$ cat config.mk
export PLATFORM = sky130hd
export DESIGN_NAME = rx_ring_writer
export DESIGN_NICKNAME = d
export VERILOG_FILES = /design/src/rtl/rxr_pkg.sv /design/src/rtl/rxr_regs.sv /design/src/rtl/rxr_pack.sv /design/src/rtl/rxr_ctrl.sv /design/src/rtl/rx_ring_writer.sv
export SDC_FILE = /design/constraint.sdc
export NUM_CORES = 1
export LEC_CHECK = 0
export CORE_MARGIN = 8
export CORE_UTILIZATION = 50
export DETAILED_ROUTE_END_ITERATION = 8
export PLACE_DENSITY = 0.82
export REMOVE_ABC_BUFFERS = 1
export SLEW_MARGIN = 25
export SYNTH_ARGS = -nofsm -noshare
export SYNTH_HDL_FRONTEND = slang
export SYNTH_HIERARCHICAL = 1
export SYNTH_SLANG_ARGS = --single-unit
$ cat constraint.sdc
create_clock -name clk -period 3.6 [get_ports clk]
set_input_delay 1.08 -clock clk [delete_from_list [all_inputs] [get_ports clk]]
set_output_delay 1.08 -clock clk [all_outputs]
set_load 0.1 [all_outputs]
$ cat src/rtl/rxr_pkg.sv
package rxr_pkg;
  typedef enum logic [2:0] {
    ST_IDLE,
    ST_FETCH,
    ST_FWAIT,
    ST_RECV,
    ST_WBACK,
    ST_DROP
  } rxr_state_e;

  localparam int OWN_BIT  = 31;
  localparam int EOR_BIT  = 25;
  localparam int ERRS_BIT = 15;
  localparam int LAST_BIT = 8;
  localparam int LEN_LSB  = 16;
  localparam int DESC_STRIDE = 16;

  localparam logic [7:0] OFS_RING_BASE = 8'h18;
  localparam logic [7:0] OFS_MODE      = 8'h30;
  localparam int MODE_RX_BIT = 1;
endpackage

$ cat src/rtl/rxr_regs.sv
module rxr_regs #(
  parameter int AW = 32
) (
  input  logic          clk,
  input  logic          rst_n,
  input  logic          reg_wr,
  input  logic [7:0]    reg_addr,
  input  logic [31:0]   reg_wdata,
  output logic [AW-1:0] ring_base,
  output logic          rx_en,
  output logic          base_load
);
  import rxr_pkg::*;

  always_ff @(posedge clk) begin
    if (!rst_n) begin
      ring_base <= '0;
      rx_en     <= 1'b0;
      base_load <= 1'b0;
    end else begin
      base_load <= reg_wr && (reg_addr == OFS_RING_BASE);
      if (reg_wr && reg_addr == OFS_RING_BASE) ring_base <= reg_wdata[AW-1:0];
      if (reg_wr && reg_addr == OFS_MODE)      rx_en     <= reg_wdata[MODE_RX_BIT];
    end
  end
endmodule

$ cat src/rtl/rxr_pack.sv
module rxr_pack #(
  parameter int AW     = 32,
  parameter int SIZE_W = 11,
  parameter int LEN_W  = 14
) (
  input  logic              clk,
  input  logic              rst_n,
  input  logic              start,
  input  logic              byte_fire,
  input  logic [7:0]        byte_in,
  input  logic              byte_err,
  input  logic              byte_last,
  input  logic [AW-1:0]     buf_base,
  input  logic [SIZE_W-1:0] buf_size,
  input  logic              wr_ack,
  output logic              wr_pend,
  output logic [AW-1:0]     wr_addr,
  output logic [31:0]       wr_data,
  output logic [3:0]        wr_be,
  output logic              done,
  output logic [LEN_W-1:0]  frame_len,
  output logic              frame_bad
);
  logic [SIZE_W-1:0] stored;
  logic [31:0]       acc, acc_n;
  logic [3:0]        be, be_n;
  logic [1:0]        lane;
  logic              fits, launch;
  logic [SIZE_W-1:0] word_ofs;

  assign lane     = stored[1:0];
  assign fits     = stored < buf_size;
  assign word_ofs = {stored[SIZE_W-1:2], 2'b00};

  always_comb begin
    acc_n = acc;
    be_n  = be;
    if (fits) begin
      acc_n[lane*8 +: 8] = byte_in;
      be_n[lane]         = 1'b1;
    end
    launch = byte_fire && ((fits && lane == 2'd3) || (byte_last && be_n != 4'b0000));
  end

  always_ff @(posedge clk) begin
    if (!rst_n || start) begin
      stored    <= '0;
      acc       <= '0;
      be        <= '0;
      wr_pend   <= 1'b0;
      wr_addr   <= '0;
      wr_data   <= '0;
      wr_be     <= '0;
      done      <= 1'b0;
      frame_len <= '0;
      frame_bad <= 1'b0;
    end else begin
      if (wr_ack) wr_pend <= 1'b0;
      if (byte_fire) begin
        frame_len <= frame_len + 1'b1;
        frame_bad <= frame_bad | byte_err | !fits;
        acc       <= acc_n;
        if (fits) stored <= stored + 1'b1;
        if (launch) begin
          wr_pend <= 1'b1;
          wr_data <= acc_n;
          wr_be   <= be_n;
          wr_addr <= buf_base + AW'(word_ofs);
          be      <= 4'b0000;
        end else begin
          be <= be_n;
        end
        if (byte_last) done <= 1'b1;
      end
    end
  end


  no_byte_while_pend_chk: assert property (@(posedge clk) disable iff (!rst_n)
    byte_fire |-> !wr_pend);


  no_overfill_chk: assert property (@(posedge clk) disable iff (!rst_n)
    (!done && !start) |-> (stored <= buf_size));
endmodule

$ cat src/rtl/rxr_ctrl.sv
module rxr_ctrl #(
  parameter int AW     = 32,
  parameter int SIZE_W = 11,
  parameter int LEN_W  = 14,
  parameter int MISS_W = 16
) (
  input  logic              clk,
  input  logic              rst_n,
  input  logic              rx_en,
  input  logic [AW-1:0]     ring_base,
  input  logic              base_load,
  input  logic              in_valid,
  input  logic              in_sof,
  input  logic              in_eof,
  output logic              in_ready,
  output logic              byte_fire,
  output logic              pk_start,
  output logic [AW-1:0]     buf_base,
  output logic [SIZE_W-1:0] buf_size,
  output logic              pk_ack,
  input  logic              pk_pend,
  input  logic [AW-1:0]     pk_addr,
  input  logic [31:0]       pk_data,
  input  logic [3:0]        pk_be,
  input  logic              pk_done,
  input  logic [LEN_W-1:0]  pk_len,
  input  logic              pk_bad,
  output logic              mem_valid,
  input  logic              mem_ready,
  output logic              mem_we,
  output logic [AW-1:0]     mem_addr,
  output logic [31:0]       mem_wdata,
  output logic [3:0]        mem_be,
  input  logic              mem_rvalid,
  input  logic [31:0]       mem_rdata,
  output logic [MISS_W-1:0] missed
);
  import rxr_pkg::*;

  rxr_state_e        st;
  logic [AW-1:0]     cur;
  logic [1:0]        fidx;
  logic              eor_q;
  logic [AW-3:0]     buf_q;
  logic [31:0]       sts_word;
  logic              drop_fire;

  assign buf_base = {buf_q, 2'b00};

  always_comb begin
    case (st)
      ST_IDLE: in_ready = rx_en && !in_sof;
      ST_DROP: in_ready = 1'b1;
      ST_RECV: in_ready = !pk_pend && !pk_done;
      default: in_ready = 1'b0;
    endcase
  end

  assign byte_fire = in_valid && in_ready && (st == ST_RECV);
  assign drop_fire = in_valid && in_ready && (st == ST_DROP);
  assign pk_start  = (st == ST_FWAIT) && mem_rvalid && (fidx == 2'd2);
  assign pk_ack    = (st == ST_RECV) && pk_pend && mem_ready;

  always_comb begin
    sts_word = '0;
    sts_word[LEN_LSB +: LEN_W] = pk_len;
    sts_word[ERRS_BIT] = pk_bad;
    sts_word[LAST_BIT] = 1'b1;
  end

  always_comb begin
    mem_valid = 1'b0;
    mem_we    = 1'b0;
    mem_addr  = cur;
    mem_wdata = '0;
    mem_be    = 4'hF;
    case (st)
      ST_FETCH: begin
        mem_valid = 1'b1;
        mem_addr  = cur + AW'({fidx, 2'b00});
      end
      ST_RECV: begin
        mem_valid = pk_pend;
        mem_we    = 1'b1;
        mem_addr  = pk_addr;
        mem_wdata = pk_data;
        mem_be    = pk_be;
      end
      ST_WBACK: begin
        mem_valid = 1'b1;
        mem_we    = 1'b1;
        mem_wdata = sts_word;
      end
      default: ;
    endcase
  end

  always_ff @(posedge clk) begin
    if (!rst_n) begin
      st     <= ST_IDLE;
      cur    <= '0;
      fidx   <= '0;
      eor_q  <= 1'b0;
      buf_q  <= '0;
      buf_size <= '0;
      missed <= '0;
    end else begin
      case (st)
        ST_IDLE: begin
          if (base_load) cur <= ring_base;
          else if (rx_en && in_valid && in_sof) begin
            st   <= ST_FETCH;
            fidx <= 2'd0;
          end
        end
        ST_FETCH: if (mem_ready) st <= ST_FWAIT;
        ST_FWAIT: if (mem_rvalid) begin
          case (fidx)
            2'd0: begin
              if (mem_rdata[OWN_BIT]) begin
                fidx <= 2'd1;
                st   <= ST_FETCH;
              end else begin
                if (missed != '1) missed <= missed + 1'b1;
                st <= ST_DROP;
              end
            end
            2'd1: begin
              buf_size <= mem_rdata[SIZE_W-1:0];
              eor_q    <= mem_rdata[EOR_BIT];
              fidx     <= 2'd2;
              st       <= ST_FETCH;
            end
            default: begin
              buf_q <= mem_rdata[AW-1:2];
              st    <= ST_RECV;
            end
          endcase
        end
        ST_RECV: if (pk_done && !pk_pend) st <= ST_WBACK;
        ST_WBACK: if (mem_ready) begin
          cur <= eor_q ? ring_base : cur + AW'(DESC_STRIDE);
          st  <= ST_IDLE;
        end
        ST_DROP: if (drop_fire && in_eof) st <= ST_IDLE;
        default: st <= ST_IDLE;
      endcase
    end
  end


  req_hold_chk: assert property (@(posedge clk) disable iff (!rst_n)
    (mem_valid && !mem_ready) |=> (mem_valid && $stable(mem_addr) && $stable(mem_we)
                                   && $stable(mem_wdata) && $stable(mem_be)));


  missed_step_chk: assert property (@(posedge clk) disable iff (!rst_n)
    1'b1 |=> ((missed == $past(missed)) || (missed == $past(missed) + 1'b1)));


  wback_after_frame_chk: assert property (@(posedge clk) disable iff (!rst_n)
    (st == ST_WBACK) |-> (pk_done && !pk_pend));
endmodule

$ cat src/rtl/rx_ring_writer.sv
module rx_ring_writer #(
  parameter int AW     = 32,
  parameter int SIZE_W = 11,
  parameter int LEN_W  = 14,
  parameter int MISS_W = 16
) (
  input  logic              clk,
  input  logic              rst_n,
  input  logic              reg_wr,
  input  logic [7:0]        reg_addr,
  input  logic [31:0]       reg_wdata,
  input  logic              in_valid,
  output logic              in_ready,
  input  logic [7:0]        in_data,
  input  logic              in_sof,
  input  logic              in_eof,
  input  logic              in_err,
  output logic              mem_valid,
  input  logic              mem_ready,
  output logic              mem_we,
  output logic [AW-1:0]     mem_addr,
  output logic [31:0]       mem_wdata,
  output logic [3:0]        mem_be,
  input  logic              mem_rvalid,
  input  logic [31:0]       mem_rdata,
  output logic [MISS_W-1:0] missed_frames
);
  logic [AW-1:0]     ring_base, buf_base, pk_addr;
  logic              rx_en, base_load, byte_fire, pk_start, pk_ack;
  logic [SIZE_W-1:0] buf_size;
  logic              pk_pend, pk_done, pk_bad;
  logic [31:0]       pk_data;
  logic [3:0]        pk_be;
  logic [LEN_W-1:0]  pk_len;

  rxr_regs #(.AW(AW)) u_regs (
    .clk(clk), .rst_n(rst_n), .reg_wr(reg_wr), .reg_addr(reg_addr),
    .reg_wdata(reg_wdata), .ring_base(ring_base), .rx_en(rx_en),
    .base_load(base_load)
  );

  rxr_pack #(.AW(AW), .SIZE_W(SIZE_W), .LEN_W(LEN_W)) u_pack (
    .clk(clk), .rst_n(rst_n), .start(pk_start), .byte_fire(byte_fire),
    .byte_in(in_data), .byte_err(in_err), .byte_last(in_eof),
    .buf_base(buf_base), .buf_size(buf_size), .wr_ack(pk_ack),
    .wr_pend(pk_pend), .wr_addr(pk_addr), .wr_data(pk_data), .wr_be(pk_be),
    .done(pk_done), .frame_len(pk_len), .frame_bad(pk_bad)
  );

  rxr_ctrl #(.AW(AW), .SIZE_W(SIZE_W), .LEN_W(LEN_W), .MISS_W(MISS_W)) u_ctrl (
    .clk(clk), .rst_n(rst_n), .rx_en(rx_en), .ring_base(ring_base),
    .base_load(base_load), .in_valid(in_valid), .in_sof(in_sof),
    .in_eof(in_eof), .in_ready(in_ready), .byte_fire(byte_fire),
    .pk_start(pk_start), .buf_base(buf_base), .buf_size(buf_size),
    .pk_ack(pk_ack), .pk_pend(pk_pend), .pk_addr(pk_addr),
    .pk_data(pk_data), .pk_be(pk_be), .pk_done(pk_done), .pk_len(pk_len),
    .pk_bad(pk_bad), .mem_valid(mem_valid), .mem_ready(mem_ready),
    .mem_we(mem_we), .mem_addr(mem_addr), .mem_wdata(mem_wdata),
    .mem_be(mem_be), .mem_rvalid(mem_rvalid), .mem_rdata(mem_rdata),
    .missed(missed_frames)
  );
endmodule

==> results of run 1 <==
per-stage QoR:
step	std cells	setup WS (ps)	hold WS (ps)	area (µm²)	TNS, ps
global route	2275	-60.39	483.3	18430	-196.6
detailed placement	2205	59.86	453.4	17000	0
global placement	2205	143.5	444.1	17000	0
floorplan	1580	-4013	432.1	13500	-383120
CTS	2265	0.2334	464.0	18220	0
finish	2275	-6.281	463.2	18430	-6.281
worst max-delay path, stage by stage, from the launching register on:
cell and delay (ps):
dfxtp_2 340, ha_4 160, fa_2 450, buf_6 180, and3_1 200, a41o_1 250
a21oi_2 200, buf_12 200
layer usage:
metal,vias to the layer above,part of all wire (%)
li1,6407,-
met2,617,47
met1,6520,42
met3,115,7.9
met4,0,3.5
met5,-,0
cell type report:
cell class / count / area (µm²)
clock buffers: 43 / 878.3
repair buffers: 261 / 3119
multi-input cells: 1280 / 8433
flip-flops and latches: 261 / 5256
inverters: 39 / 147.6
clock inverters: 10 / 110.1
well taps: 378 / 473.0
diodes: 3 / 7.507
fillers: 2213 / 9356
worst max-delay path by stage:
stage,to,slack [ps],cells after the start
floorplan,u_pack/wr_addr[0],-4010,8
global placement,u_ctrl/missed[14],140,7
detailed placement,u_pack/wr_addr[4],60,10
CTS,mem_addr[30],0.2,8
global route,mem_addr[30],-60,8
finish,mem_addr[20],-6,7
registers in the layout, summed over array words and instances (netlist names), 2 cells and up:
register and flops:
u_pack/stored 11, u_pack/wr_data 32, u_ctrl/missed 16, u_pack/wr_addr 32, u_ctrl/st 3, u_ctrl/buf_size 11, u_pack/wr_be 4, u_pack/frame_len 14
u_pack/acc 32, u_regs/ring_base 32, u_ctrl/cur 32, u_pack/be 4, u_ctrl/buf_q 30, u_ctrl/fidx 2
what timing repair did:
| action | 4_1_cts | 5_1_grt |
|---|---|---|
| endpoints found under the setup margin | 46 | 17 |
| pin swaps | 11 | 12 |
| gates resized for setup | 49 | 34 |
| endpoints found under the hold margin | 0 | 0 |
| buffers inserted | 7 | 7 |
power by group:
| group | total, mW | leakage [nW] | internal [mW] | switching [mW] |
|---|---|---|---|---|
| combinational | 0.202 | 4.28 | 0.107 | 0.0957 |
| sequential | 2.89 | 2.11 | 2.88 | 0.000622 |
| clock | 3.03 | 0.490 | 1.82 | 1.21 |
cell families after synthesis:
family	after synthesis
compound gates	432
xor+xnor	54
fa+ha+maj	34
buf+inv	164
flops	261
mux	136
other cells	1
simple gates	622
layout by cell type, fill, tap and decap left out, drive strengths merged, types with 38 or more instances in the layout:
cell / count
dfxtp: 261
nand2: 226
buf: 174
a21oi: 166
nor2: 140
mux2i: 135
o21ai: 93
clkdlybuf4s50: 87
and2: 43
clkbuf: 43
and3: 42
inv: 38
==> impl_summary.txt, run 1 <==
----------------------------------------------------
[Status]
  Status ... finished with violations
  Violated checks ... setup timing

[Clock tree]
  CTS tree ... done
  Clock Tree Root ... clkbuf_16
  Htree depth ... 1
  Largest buffer count on any clock path ... 3
  Clock transition at the register clock pins on the worst setup and hold paths after CTS ... 60 ps
  Hold bufs inserted after CTS ... 0
  Clk sink count ... 261
  CTS buffer count ... 29
  Clock latency on the worst-skew pair ... 550 ps

[Power and ir drop]
  Power per cell area ... 332.3 nW/µm²
  Leak Pwr ... 6.878 nW
  IR drop worst, VDD ... 396.8 µV
  Total power of the final layout ... 6.122 mW

[Floorplan]
  Total I/O pin count ... 176
  Vertical die dimension ... 184.0 µm
  Die width ... 184.0 µm
  Die Footprint ... 33870 µm²
  Site row count ... 61
  Std-Cell Core Area ... 27780 µm²
  Starting utilization of the core area ... 50.82%

[Critical path]
  Crit path DAT ... 2530 ps
  Worst reg-to-reg setup slack ... 510 ps
  Launching element of the worst setup path ... u_ctrl/cur[2]
  Critical Path Fanout Max ... 12
  Launch instance of the worst register-to-register path ... u_ctrl/st[0]
  Number of cells on the worst reg-to-reg path ... 10
  Worst reg2reg path endpoint ... u_pack/wr_data[24]
  Worst setup path category ... register to primary output
  CP Data Required Time ... 2520 ps
  Critical path capture point type ... primary output
  Crit path launch type ... register

[Yosys]
  Most common flop cell mapped by yosys ... dfxtp_1
  Proportion of synthesized chip area in sequential cells ... 37.00%
  Async set-reset flop share out of synthesis ... 0%
  Mean area per synthesized cell ... 8.286 µm²
  Xor and xnor fraction of the mapped netlist area ... 3.350%
  Commonest cells post-synth ... 261 x dfxtp_1, 225 x nand2_1, 165 x a21oi_1
  Most frequent cell after synthesis ... dfxtp_1
  Fraction of the mapped netlist area in compound gates ... 19.93%
  Largest cells by area after synthesis ... dfxtp_1 37%, mux2i_1 9.6%, nand2_1 6.0%
  Main combinational cell family by area after synthesis ... simple AND/OR/NAND/NOR gates
  Post-synth top area share ... 37.00%
  Synth warnings ... 6
  Number of storage elements in the synthesis netlist ... 261
  Post-Synthesis Cells ... 1704
  Number of synthesized flops with an enable pin ... 0
  Mux contribution to synthesized area ... 9.650%
  Unique masters post-synth ... 88
  Simple logic cell fraction of the synthesized area ... 21.48%
  Cell taking the most area after synthesis ... dfxtp_1
  Synth Area in Adders ... 3.119%
  Mapped cell area ... 14120 µm²

[Placement]
  Routability congestion estimate from global placement ... 0.9617
  DP Wirelength ... 30.81 mm
  Port-buffer cells ... 175

[Worst hold path]
  Min-Delay Endpoint ... u_ctrl/cur[0]
  Hold depth ... 2
  Worst hold-check path type ... register to register
  Min-Delay Startpoint ... u_ctrl/cur[0]

[Global route]
  GRT Overall Usage ... 24.81%
  Met3 track demand over resource ... 4.091%
  Global route hottest layer ... met2
  GR Layer Usage met2 ... 40.80%
  Global-route wire length before repair ... 69.32 mm
  Maximum number of pins on one net before global-route repair ... 99
  Gr ovfl total ... 0
  Global-route met1 utilization ... 32.10%
  Antenna violations before repair ... 3
  Via count of the first global-routing pass ... 13150

[Flow run]
  Max-Cap Viols ... 0

[Drt]
  Post-route ant nets ... 0
  Count of TritonRoute iterations in the first routing pass ... 6
  Routed WL ... 44.05 mm
  Number of DRC violations after detailed-routing iteration 0 ... 1304
  Average wire per cell in the routed design ... 19.36 µm
  Total DRC errors in the routed layout ... 0
  Vias ... 13660
  Via-to-Cell Ratio ... 6.004

[STA]
  Slew at the pin with the worst max-slew slack ... 1005 ps
  Final Skew ... 11.79 ps
  Setup Viol. Count Final ... 1
  Max frequency ... 277.3 MHz
  Worst path setup slack after routing ... -6.281 ps
  Relative slew margins ... 32.48%
  Time the worst path needs with I/O delays and setup ... 3606 ps
  RSZ-0062 raised after global routing ... yes
  Share of the cycle needed by the critical path after routing ... 100.2%
  Pins over their slew limit ... 0
  Hold Violations, Final ... 0

[Layout]
  Util after Layout ... 66.32%
  Synthesis-to-finish area growth ... 30.49%
  Fraction of final layout cells sized beyond drive strength 1 ... 16.95%
  Post-layout net count ... 1995

----------------------------------------------------
(Power assumes the default switching activity.)
==> run 2, diff against run 1 <==
Settings changed: PLACE_DENSITY 0.82 to default, PLACE_DENSITY_LB_ADDON from default to 0.1.
==> run 2 against run 1 <==
Effect of this change:
- the run still ends with setup timing left
- first-iteration DRC count shrank 15%
- fmax shrank 0.58%
- design area is essentially flat
- worst setup slack lost 21 ps
- register-to-register slack gained 170 ps
- die area is the same
- sequential share of layout area is essentially flat
- global-route usage shrank 0.86 points
- clock skew shrank 1.4 ps
- final cell count shrank 0.13%
- core utilization is essentially flat
- clock power shrank 3%
- critical endpoint is now mem_addr[30]
- largest cell class unchanged
==> impl_summary.txt, run 2 (same netlist as run 1, synthesis figures left out) <==
----------------------------------------------------
[Global route]
  Maximum number of pins on one net before global-route repair ... 74 (-25%)
  Antenna violations before repair ... 1 (-2)
  GRT Overall Usage ... 23.95% (-0.86 points)
  Global-route wire length before repair ... 66.73 mm (-3.7%)
  Gr ovfl total ... 0 (unchanged)
  Via count of the first global-routing pass ... 12380 (-5.8%)

[STA]
  Pins over their slew limit ... 0 (unchanged)
  RSZ-0062 raised after global routing ... yes
  Max frequency ... 275.7 MHz (-0.58%)
  Share of the cycle needed by the critical path after routing ... 100.8% (+0.59 points)
  Relative slew margins ... 33.97% (+1.5 points)
  Setup Viol. Count Final ... 1 (unchanged)
  Worst path setup slack after routing ... -27.34 ps (-21.06 ps)
  Total Neg Setup Slack ... -27.34 ps (-21.06 ps)
  Slew at the pin with the worst max-slew slack ... 981.4 ps (-23.67 ps)
  Hold Violations, Final ... 0 (unchanged)
  Final Skew ... 10.35 ps (-1.449 ps)
  Worst hold-check slack ... 457.8 ps (-5.378 ps)
  Time the worst path needs with I/O delays and setup ... 3627 ps (+21.06 ps)

[Critical path]
  Critical Path Fanout Max ... 15 (+3)
  Crit path DAT ... 2550 ps (+20 ps)
  Bufs and invs on worst path ... 3 (+1)
  Critical path capture point type ... primary output
  Slowest CP cell ... dfxtp_4
  Cell family with the largest share of critical-path delay ... adder cells
  Worst setup path category ... register to primary output
  Crit path launch type ... register
  Worst-path cell chain ... ha_4, fa_2, buf_6, nor2b_1, nand4_1, o22ai_1, a211oi_2, buf_4, buf_12
  CP Data Required Time ... 2520 ps (about the same)
  Largest stage delay on the critical path ... 370 ps (-80 ps)

[Clock tree]
  CTS tree ... done
  Clock latency on the worst-skew pair ... 540 ps (about the same)
  Htree depth ... 1 (unchanged)
  CTS buffer count ... 29 (unchanged)
  Clk sink count ... 261 (unchanged)
  Clock Tree Root ... clkbuf_16
  Largest buffer count on any clock path ... 3 (unchanged)
  Clock transition at the register clock pins on the worst setup and hold paths after CTS ... 60 ps (about the same)

[Floorplan]
  Std-Cell Core Area ... 27780 µm² (unchanged)
  Total I/O pin count ... 176 (unchanged)
  Vertical die dimension ... 184.0 µm (unchanged)
  Die Footprint ... 33870 µm² (unchanged)
  Die width ... 184.0 µm (unchanged)
  Site row count ... 61 (unchanged)
  Starting utilization of the core area ... 50.82% (unchanged)

[Power and ir drop]
  Total power of the final layout ... 6.035 mW (-1.4%)
  Power per cell area ... 327.6 nW/µm² (-1.4%)
  IR drop worst, VDD ... 475.8 µV (+20%)
  Leak Pwr ... 6.857 nW (-0.31%)

[Status]
  Violated checks ... setup timing
  Status ... finished with violations

[Drt]
  Via-to-Cell Ratio ... 5.848 (-2.6%)
  Number of DRC violations after detailed-routing iteration 0 ... 1110 (-15%)
  Count of TritonRoute iterations in the first routing pass ... 5 (-1)
  Routed WL ... 42.59 mm (-3.3%)
  Average wire per cell in the routed design ... 18.74 µm (-3.2%)
  Total DRC errors in the routed layout ... 0 (unchanged)
  Vias ... 13290 (-2.7%)
  Post-route ant nets ... 0 (unchanged)

[Layout]
  Highest-count cells in the layout ignoring fill and taps ... 248 x dfxtp_1, 223 x nand2_1, 152 x a21oi_1, 135 x mux2i_1, 132 x nor2_1
  Most frequent standard cell in the layout excluding fill and tap cells ... dfxtp_1
  Post-layout net count ... 1997 (+0.10%)
  Synthesis-to-finish area growth ... 30.47% (about the same)
  Fill cells ... 2377 (+7.4%)
  Fraction of final layout cells sized beyond drive strength 1 ... 16.75% (-0.19 points)

[Placement]
  Minimum setup slack after placement ... 118.5 ps (+58.59 ps)
  DP Wirelength ... 29.45 mm (-4.4%)
  Routability congestion estimate from global placement ... 0.9286 (-3.4%)
  Port-buffer cells ... 175 (unchanged)

[Worst hold path]
  Worst hold-check path type ... register to register

[Flow run]
  Max-Cap Viols ... 0 (unchanged)

----------------------------------------------------
-- run 2: cell type report --
type / instances / area, µm² / share of cell area, %
inverters: 39 / 150.1 / 0.8150
repair buffers: 263 / 3202 / 17.38
clock inverters: 10 / 130.1 / 0.7063
flip-flops and latches: 261 / 5259 / 28.55
clock buffers: 39 / 803.3 / 4.360
well taps: 378 / 473.0 / 2.567
multi-input cells: 1280 / 8401 / 45.60
diodes: 2 / 5.005 / 0.02717
-- run 2: final timing paths --
check / slack (ps) / from / cells after the start / endpoint
hold reg to reg: 460 / u_ctrl/cur[0] / 2 / u_ctrl/cur[0]
hold / removal: 460 / u_ctrl/cur[0] / 2 / u_ctrl/cur[0]
setup / recovery: -30 / u_ctrl/fidx[0] / 9 / mem_addr[30]
setup reg to reg: 680 / u_ctrl/st[1] / 11 / u_pack/wr_data[3]
-- run 2: power breakdown --
part / switching [mW] / internal [mW] / total, mW
Clock: 1.18 / 1.76 / 2.94
Combinational: 0.0985 / 0.110 / 0.208
Sequential: 0.000538 / 2.88 / 2.88
Total: 1.28 / 4.75 / 6.04
-- run 2: per-stage QoR --
step	cell area, µm²	std cells	util [%]
final	18420	2272	66.31
after global placement	17080	2209	61.47
after global routing	18420	2271	66.30
after CTS	18210	2267	65.56
after detailed placement	17080	2209	61.48
after floorplan	13500	1580	-
-- run 2: metal layers --
metal	share of wire (%)	up-vias	global-route usage, %	routed length, µm
li1	-	6410	-	-
met1	45	6262	33.35	19160
met2	44	534	36.61	18890
met3	7.8	80	4.348	3340
met4	2.8	0	8.325	1202
met5	0	-	0	0
-- run 2: worst register-to-register path, stage by stage (launching register included) --
cell	delay [ps]
dfxtp_2	360
buf_4	320
nand2b_1	160
o31ai_1	230
a32o_1	170
and3_1	240
o211ai_1	130
and2_1	210
a211oi_4	360
buf_12	310
o21ai_0	180
a21oi_1	170
-- run 2: what timing repair did --
item | CTS | global route
endpoints found under the setup margin | 41 | 36
cloned | 0 | 1
hold buffers | 0 | 0
pin swaps | 8 | 9
resized for setup | 38 | 47
hold endpoints to repair | 0 | 0
setup buffers | 9 | 2
==> run 3, diff against run 2 <==
Settings changed: CORE_UTILIZATION 50 to 41.
==> run 3 against run 2 <==
Effect of this change:
- the run now ends clean
- worst setup slack better by 42 ps
- core utilization down 11 points
- clock skew grew 0.93 ps
- sequential cell count unchanged
- design area is 2.2% higher
- critical path depth fell by 2
- largest power group unchanged
- highest routed layer unchanged
==> impl_summary.txt, run 3 (same netlist as run 1, synthesis figures left out) <==
----------------------------------------------------
[Global route]
  GRT Overall Usage ... 20.79% (-3.2 points)
  Maximum number of pins on one net before global-route repair ... 84 (+14%)
  Global-route wire length before repair ... 69.86 mm (+4.7%)
  Global route hottest layer ... met2
  Gr ovfl total ... 0 (unchanged)
  GR Layer Usage met2 ... 32.49% (-4.1 points)
  Global-route met1 utilization ... 29.55% (-3.8 points)
  Antenna violations before repair ... 2 (+1)
  Met3 track demand over resource ... 2.895% (-1.5 points)
  Via count of the first global-routing pass ... 12420 (+0.34%)

[Layout]
  Most frequent standard cell in the layout excluding fill and tap cells ... dfxtp_1
  Fraction of final layout cells sized beyond drive strength 1 ... 18.71% (+2.0 points)
  Synthesis-to-finish area growth ... 33.31%
  Post-route design area ... 18820 µm² (+2.2%)
  Util after Layout ... 55.03% (-11 points)
  Post-layout net count ... 2018 (+1.1%)
  Highest-count cells in the layout ignoring fill and taps ... 241 x dfxtp_1, 222 x nand2_1, 152 x a21oi_1, 135 x mux2i_1, 132 x nor2_1
  Fill cells ... 3184 (+34%)

[Drt]
  Number of DRC violations after detailed-routing iteration 0 ... 874 (-21%)
  Count of TritonRoute iterations in the first routing pass ... 7 (+2)
  Post-route ant nets ... 0 (unchanged)
  Average wire per cell in the routed design ... 18.66 µm (-0.44%)
  Routed WL ... 44.34 mm (+4.1%)
  Vias ... 13160 (-0.93%)
  Via-to-Cell Ratio ... 5.540 (-5.3%)
  Total DRC errors in the routed layout ... 0 (unchanged)

[Critical path]
  Crit path launch type ... register
  Worst setup path category ... register to primary output
  Critical path capture point type ... primary output
  Critical Path Fanout Max ... 5 (-10)
  CP Data Required Time ... 2520 ps (about the same)
  Crit path DAT ... 2510 ps (-40 ps)

[Floorplan]
  Starting utilization of the core area ... 41.28% (-9.5 points)
  Die width ... 201.6 µm (+9.5%)
  Site row count ... 68 (+11%)
  Std-Cell Core Area ... 34200 µm² (+23%)
  Total I/O pin count ... 176 (unchanged)
  Die Footprint ... 40630 µm² (+20%)
  Vertical die dimension ... 201.6 µm (+9.5%)

[Status]
  Status ... finished, final reports clean

[STA]
  Final Skew ... 11.28 ps (+0.9301 ps)
  Time the worst path needs with I/O delays and setup ... 3585 ps (-42.19 ps)
  Hold Violations, Final ... 0 (unchanged)
  Worst hold-check slack ... 450.8 ps (-7.006 ps)
  Relative slew margins ... 35.90% (+1.9 points)
  Setup Viol. Count Final ... 0 (-1)
  Total Neg Setup Slack ... 0 ps (+27.34 ps)
  Slew at the pin with the worst max-slew slack ... 957.9 ps (-23.49 ps)
  RSZ-0062 raised after global routing ... yes
  Pins over their slew limit ... 0 (unchanged)
  Max frequency ... 278.9 MHz (+1.2%)
  Share of the cycle needed by the critical path after routing ... 99.59% (-1.2 points)

[Placement]
  DP Wirelength ... 31.10 mm (+5.6%)
  Routability congestion estimate from global placement ... 0.8726 (-6.0%)
  Port-buffer cells ... 175 (unchanged)
  Placement Cell Area ... 17180 µm² (+0.58%)

[Clock tree]
  CTS tree ... done
  Clk sink count ... 261 (unchanged)
  Clock transition at the register clock pins on the worst setup and hold paths after CTS ... 60 ps (about the same)
  Largest buffer count on any clock path ... 3 (unchanged)
  Clock Tree Root ... clkbuf_16
  Htree depth ... 1 (unchanged)
  CTS buffer count ... 31 (+6.9%)
  Clock latency on the worst-skew pair ... 570 ps (+30 ps)

[Power and ir drop]
  Share of total power consumed by net switching ... 21.72% (+0.50 points)
  Fraction of power consumed by sequential logic ... 45.6% (-2.2 points)
  IR drop worst, VDD ... 448.3 µV (-5.8%)
  Comb pwr share ... 3.4% (about the same)
  Power per cell area ... 336.0 nW/µm² (+2.6%)
  Pint ... 4.951 mW (+4.1%)
  Net load switching power ... 1.374 mW (+7.3%)
  Leak Pwr ... 7.020 nW (+2.4%)
  Clock power share ... 51.0% (+2.2 points)

[Worst hold path]
  Worst hold-check path type ... register to register

[Flow run]
  Max-Cap Viols ... 0 (unchanged)

----------------------------------------------------
[run 3: path summary, 6_finish.rpt]
kind,start,to,cells past startpoint,slack (ps)
worst min register to register,u_regs/ring_base[2],u_ctrl/cur[2],2,450
worst max-delay path,u_ctrl/cur[2],mem_addr[16],7,10
worst min-delay path,u_regs/ring_base[2],u_ctrl/cur[2],2,450
worst max register to register,u_ctrl/st[1],u_pack/wr_addr[11],11,560
[run 3: timing repair]
item | in CTS | in global routing
pin swaps | 16 | 22
endpoints found under the setup margin | 27 | 24
hold buffers | 0 | 0
gates resized for setup | 55 | 48
cloned | 2 | 0
setup buffers | 19 | 8
[run 3: per-stage QoR]
stage	cells	worst slack, ps	total power [mW]
finish	2376	14.85	6.324
global route	2375	-52.71	6.516
floorplan	1580	-4013	3.002
detailed placement	2288	52.34	3.165
CTS	2366	-3.261	6.378
global placement	2288	123.4	3.164
[run 3: worst max-delay path, stage by stage, from the launching register on]
cell and delay (ps):
dfxtp_2 340, ha_4 160, fa_2 470, buf_6 180, nand4_1 130, mux2_4 330, nor2_4 140, buf_12 190
[run 3: layout make-up]
type | instances | area [µm²] | area share [%]
Clock buffer | 45 | 908.4 | 4.826
Tap cell | 455 | 569.3 | 3.024
Multi-Input combinational cell | 1281 | 8487 | 45.09
Sequential cell | 261 | 5260 | 27.94
Inverter | 39 | 150.1 | 0.7977
Clock inverter | 12 | 143.9 | 0.7644
Antenna cell | 2 | 5.005 | 0.02659
Timing Repair Buffer | 281 | 3299 | 17.53
[run 3: power by group through the flow]
stage	Combinational [mW]	Clock (mW)	Sequential, mW
3_5_place_dp	0.212	0	2.95
4_1_cts	0.214	3.28	2.89
6_report	0.212	3.23	2.89
2_1_floorplan	0.0488	0	2.95
5_1_grt	0.229	3.40	2.88
3_3_place_gp	0.211	0	2.95
[run 3: layer usage]
layer | routed length, µm | vias to the layer above
met2 | 19820 | 388
li1 | - | 6458
met3 | 2537 | 64
met4 | 1004 | 0
met5 | 0 | -
met1 | 20980 | 6253
